**src/rtl/regbus_xcvr_pkg.sv**
```systemverilog
package regbus_xcvr_pkg;

    typedef enum logic [1:0] {
        DRIVE_NONE = 2'b00,
        DRIVE_A    = 2'b01,
        DRIVE_B    = 2'b10
    } drive_e;

    function automatic drive_e pick_drive(input logic en_n, input logic to_b);
        if (en_n)      return DRIVE_NONE;
        else if (to_b) return DRIVE_B;
        else           return DRIVE_A;
    endfunction

endpackage

```
**src/rtl/xcvr_capture.sv**
```systemverilog
module xcvr_capture #(
    parameter int WIDTH = 8
) (
    input  logic             clk,
    input  logic             rst,
    input  logic             strobe_i,
    input  logic [WIDTH-1:0] bus_i,
    output logic [WIDTH-1:0] word_o
);

    typedef struct packed {
        logic [WIDTH-1:0] word;
        logic             prev;
    } cap_state_t;

    cap_state_t state_d, state_q;
    logic       rise;

    always_comb begin
        state_d      = state_q;
        rise         = strobe_i & ~state_q.prev;
        state_d.prev = strobe_i;
        if (rise) begin
            state_d.word = bus_i;
        end
    end

    always_ff @(posedge clk) begin
        if (rst) state_q <= '0;
        else     state_q <= state_d;
    end

    assign word_o = state_q.word;

    // a detected edge loads the bus value seen at that clock
    assert_edge_loads_R1: assert property (@(posedge clk) disable iff (rst)
        rise |=> (word_o == $past(bus_i)));

    // without a fresh edge the stored word does not move
    assert_hold_R8: assert property (@(posedge clk) disable iff (rst)
        !rise |=> $stable(word_o));

    // reset clears the stored word
    assert_reset_clear_R10: assert property (@(posedge clk)
        rst |=> (word_o == '0));

endmodule

```
**src/rtl/xcvr_drive.sv**
```systemverilog
module xcvr_drive #(
    parameter int WIDTH  = 8,
    parameter bit INVERT = 1'b0
) (
    input  logic             en_i,
    input  logic             sel_i,
    input  logic [WIDTH-1:0] live_i,
    input  logic [WIDTH-1:0] stored_i,
    output logic [WIDTH-1:0] data_o,
    output logic [WIDTH-1:0] oe_o
);

    logic [WIDTH-1:0] chosen;
    logic [WIDTH-1:0] shaped;

    always_comb begin
        chosen = sel_i ? stored_i : live_i;
    end

    generate
        if (INVERT) begin : g_inv
            assign shaped = ~chosen;
        end else begin : g_pass
            assign shaped = chosen;
        end
    endgenerate

    assign data_o = en_i ? shaped : '0;
    assign oe_o   = {WIDTH{en_i}};

endmodule

```
**src/rtl/regbus_xcvr.sv**
```systemverilog
module regbus_xcvr
    import regbus_xcvr_pkg::*;
#(
    parameter int WIDTH  = 8,
    parameter bit INVERT = 1'b0
) (
    input  logic             clk,
    input  logic             rst,
    input  logic             xfer_en_n,
    input  logic             dir_to_b,
    input  logic             grab_a,
    input  logic             grab_b,
    input  logic             use_stored_ab,
    input  logic             use_stored_ba,
    input  logic [WIDTH-1:0] a_in,
    output logic [WIDTH-1:0] a_out,
    output logic [WIDTH-1:0] a_oe,
    input  logic [WIDTH-1:0] b_in,
    output logic [WIDTH-1:0] b_out,
    output logic [WIDTH-1:0] b_oe
);

    drive_e           mode;
    logic             a_en, b_en;
    logic [WIDTH-1:0] a_word, b_word;
    logic [WIDTH-1:0] a_data, b_data;
    logic [WIDTH-1:0] a_bus, b_bus;

    always_comb begin
        mode = pick_drive(xfer_en_n, dir_to_b);
        a_en = (mode == DRIVE_A);
        b_en = (mode == DRIVE_B);
    end

    // A bus that the block drives carries the driven value (self-loop capture)
    assign a_bus = a_en ? a_data : a_in;
    assign b_bus = b_en ? b_data : b_in;

    xcvr_capture #(.WIDTH(WIDTH)) cap_a_i (
        .clk     (clk),
        .rst     (rst),
        .strobe_i(grab_a),
        .bus_i   (a_bus),
        .word_o  (a_word)
    );

    xcvr_capture #(.WIDTH(WIDTH)) cap_b_i (
        .clk     (clk),
        .rst     (rst),
        .strobe_i(grab_b),
        .bus_i   (b_bus),
        .word_o  (b_word)
    );

    xcvr_drive #(.WIDTH(WIDTH), .INVERT(INVERT)) drv_a_i (
        .en_i    (a_en),
        .sel_i   (use_stored_ba),
        .live_i  (b_in),
        .stored_i(b_word),
        .data_o  (a_data),
        .oe_o    (a_oe)
    );

    xcvr_drive #(.WIDTH(WIDTH), .INVERT(INVERT)) drv_b_i (
        .en_i    (b_en),
        .sel_i   (use_stored_ab),
        .live_i  (a_in),
        .stored_i(a_word),
        .data_o  (b_data),
        .oe_o    (b_oe)
    );

    assign a_out = a_data;
    assign b_out = b_data;

    // disabled transfer leaves both buses undriven
    assert_isolated_R3: assert property (@(posedge clk) disable iff (rst)
        xfer_en_n |-> ((a_oe == '0) && (b_oe == '0)));

    // never both buses driven at once
    assert_single_driver_R6: assert property (@(posedge clk) disable iff (rst)
        $onehot0({|a_oe, |b_oe}));

    // enabled toward A drives every bit of A
    assert_drive_a_R4: assert property (@(posedge clk) disable iff (rst)
        (!xfer_en_n && !dir_to_b) |-> (&a_oe));

endmodule

```
**config.mk**
```make
export PLATFORM = sky130hd
export DESIGN_NAME = regbus_xcvr
export DESIGN_NICKNAME = d
export VERILOG_FILES = /design/src/rtl/regbus_xcvr_pkg.sv /design/src/rtl/xcvr_capture.sv /design/src/rtl/xcvr_drive.sv /design/src/rtl/regbus_xcvr.sv
export SDC_FILE = /design/constraint.sdc
export NUM_CORES = 1
export LEC_CHECK = 0
export BUFFER_PORTS_ARGS = -buffer_cell sky130_fd_sc_hd__buf_2
export CAP_MARGIN = 20
export CELL_PAD_IN_SITES_DETAIL_PLACEMENT = 1
export CELL_PAD_IN_SITES_GLOBAL_PLACEMENT = 1
export CORE_MARGIN = 5
export CORE_UTILIZATION = 40
export DETAILED_ROUTE_END_ITERATION = 10
export GPL_ROUTABILITY_DRIVEN = 0
export PLACE_DENSITY_LB_ADDON = 0.1
export SLEW_MARGIN = 40
export SYNTH_ARGS = -nofsm -noshare
export SYNTH_HDL_FRONTEND = slang
export SYNTH_HIERARCHICAL = 1
export SYNTH_SLANG_ARGS = --single-unit
```
**constraint.sdc**
```tcl
create_clock -name clk -period 1.88 [get_ports clk]
set_input_delay 0.188 -clock clk [delete_from_list [all_inputs] [get_ports clk]]
set_output_delay 0.188 -clock clk [all_outputs]
set_load 0.01 [all_outputs]
```
==> results_dict.tcl <==
set metrics [dict create \
    grt-ovfl-total 0 \
    core_mm2 0.00372 \
    viasPerCell 4.98 \
    synth_area_per_cell_um2 9.92 \
    start_kind "input port" \
    rows 22 \
    fmax_mhz 749 \
    start_util_pct 41.9 \
    path_delay_family "buffers and inverters" \
    critPathSlowestCell "buf_4" \
    dp_cells 224 \
    fillers 464 \
    clock_sinks 18 \
    switchingPower_uw 265 \
    hold_viol 0 \
    cts_root_buffer "clkbuf_8" \
    clockBufferDepth 2 \
    cts_resized 0 \
    hp-class "in2reg" \
    grt_use_total_pct 15.2 \
    clk_pin_slew_ns 0.07 \
    critPathCaptureType "primary output" \
    pwr-share-comb_pct 27.0 \
    placed_area_mm2 0.00162 \
    peakVddDrop_v 0.000294 \
    die_h_um 72.4 \
    layout_commonest_cell "buf_2" \
    cap_violations 0 \
    leakagePower_nw 0.750 \
    synth_area_leaders "dfxtp_1, buf_4, nand4bb_1" \
    power_frac_seq_pct 44.6 \
    h-tree-depth 1 \
    antenna_found_initial 0 \
    totalWireLength_um 3790 \
    cp.required_ns 1.69 \
    outcome "complete, no violations" \
    clk_latency_ns 0.25 \
    final_area_mm2 0.00166 \
    path_cells "buf_2 -> nor2b_2 -> buf_4 -> nor2b_1 -> buf_2" \
    nets 205 \
    internal-power_uw 673 \
    critPathArrivalTime_ns 1.15 \
    final_cell_mix "buf_2, nor2b_1, dfxtp_1" \
    clkPwrFrac_pct 28.4 \
    fin_crit_ns 1.34 \
    syn-cell-area_mm2 0.00156 \
    firstDrtPassIters 3 \
    cts_buffers 3 \
    synth_nets 181 \
    cts_tree "done" \
    ys_types 15 \
    setup_tns_ns 0 \
    finalNonFillerCells 227 \
    slew_viol_final 0 \
    ctsHoldBuffers 0 \
    portBuffers 55 \
    antenna_cells 0 \
    postCtsSetupBuffers 0 \
    finalCritPeriodShare_pct 71.0 \
    netlist_instances 157 \
    rsz0062_at_grt "false" \
    criticalPathCategory "in2out" \
    wl_per_cell_um 16.7 \
    grt_pass1_wl_um 6300 \
    area_growth_pct 6.43 \
    finalSetupViolCount 0 \
    dieArea_mm2 0.00524 \
    drive_above_1_share_pct 48.6 \
    grt_max_degree 35 \
    die_x_um 72.4 \
    clock_skew_ns 0.000757 \
    p_sw_share_pct 28.2 \
    power.density_mw_per_mm2 566 \
    yosysTopAreaCell "dfxtp_1" \
    synth-seq-cells 18 \
    drt_iter0_drc 69 \
    tightest_slew_ns 0.479 \
    cp_slowest_stage_delay_ns 0.28 \
    ys_seq_area_share_pct 23.1 \
    vias 1130 \
    worstPathMaxFanout 24 \
    critPathBufInv 3 \
    drc 0 \
    timing.slew.headroom_pct 68.0 \
    yosys_warnings 6 \
    antenna_left 0 \
    grt_pass1_vias 1193 \
    io_pins 56 \
    path_common_cell "buf_2" \
    netlist.area_leader.share_pct 23.1 \
    dpl.hpwl_um 2980 \
]
==> synthesized netlist by cell type <==
library cell  count
mux2i_1          16
mux2_4            8
nand4bb_1        16
buf_4            32
buf_2             2
buf_6             3
dfxtp_1          18
nand2b_1         16
mux2_2            8
o21ai_1           8
o21ai_2           8
and2b_4           2
nor2_4            1
nor2b_1          18
nor2b_2           1
==> state kept, by name (all words and copies together) (netlist names) <==
register,cells
cap_a_i/word_o,8
cap_b_i/state_q,1
cap_b_i/word_o,8
cap_a_i/state_q,1
==> power groups by stage <==
stage | clock network [mW] | logic (mW) | registers [mW]
6_report | 0.267 | 0.253 | 0.418
5_1_grt | 0.291 | 0.277 | 0.421
4_1_cts | 0.278 | 0.257 | 0.419
3_5_place_dp | 0 | 0.256 | 0.427
3_3_place_gp | 0 | 0.249 | 0.426
2_1_floorplan | 0 | 0.215 | 0.422
==> cell type report <==
cell class / instances / area, µm² / area share [%]
multi-input combinational: 102 / 913 / 55.1
sequential: 18 / 360 / 21.7
clock buffer: 3 / 41.3 / 2.49
timing repair buffer: 56 / 283 / 17.1
tap: 48 / 60.1 / 3.62
==> kinds of logic after synthesis <==
| group | Yosys count | share of synthesized area (%) |
|---|---|---|
| buffers and inverters | 37 | 18.2 |
| flip-flops | 18 | 23.1 |
| AND/OR/NAND/NOR | 54 | 27.8 |
| multiplexers | 32 | 23.8 |
| AO/OA/AOI/OAI | 16 | 7.07 |
==> routing by layer <==
| metal | track usage, % | up-vias | part of all wire, % | wire (µm) |
|---|---|---|---|---|
| met4 | 1.84 | 0 | 0.37 | 14 |
| met2 | 27.4 | 9 | 54 | 2060 |
| met5 | 0 | - | 0 | 0 |
| met3 | 3.05 | 2 | 1.9 | 71 |
| met1 | 19.2 | 554 | 43 | 1640 |
| li1 | - | 565 | - | - |
==> worst register-to-register path, delay by kind of cell (launching register included) <==
kind            cells  cell delay (ns)
mux                 2             0.47
compound gates      1             0.07
flops               1             0.32
simple gates        2             0.18
==> final timing paths <==
check / startpoint / to / slack (ns) / depth (start not counted)
hold reg to reg: cap_a_i/word_o[5]$_SDFFE_PP0P_ / cap_a_i/word_o[5]$_SDFFE_PP0P_ / 0.47 / 2
setup / recovery: dir_to_b / b_out[1] / 0.54 / 5
hold / removal: grab_a / cap_a_i/state_q[0]$_SDFF_PP0_ / 0.29 / 2
setup reg to reg: cap_a_i/word_o[6]$_SDFFE_PP0P_ / cap_b_i/word_o[6]$_SDFFE_PP0P_ / 0.72 / 5
==> through the flow <==
stage	hold WS (ns)	setup WS [ns]	power (mW)	utilization, %
2_1_floorplan	0.316	0.667	0.637	-
3_3_place_gp	0.458	0.506	0.676	43.5
3_5_place_dp	0.460	0.482	0.683	43.5
4_1_cts	0.288	0.551	0.953	44.6
5_1_grt	0.304	0.443	0.989	44.6
6_report	0.291	0.544	0.938	44.6
No activity file was read; power rests on OpenSTA's default activity.
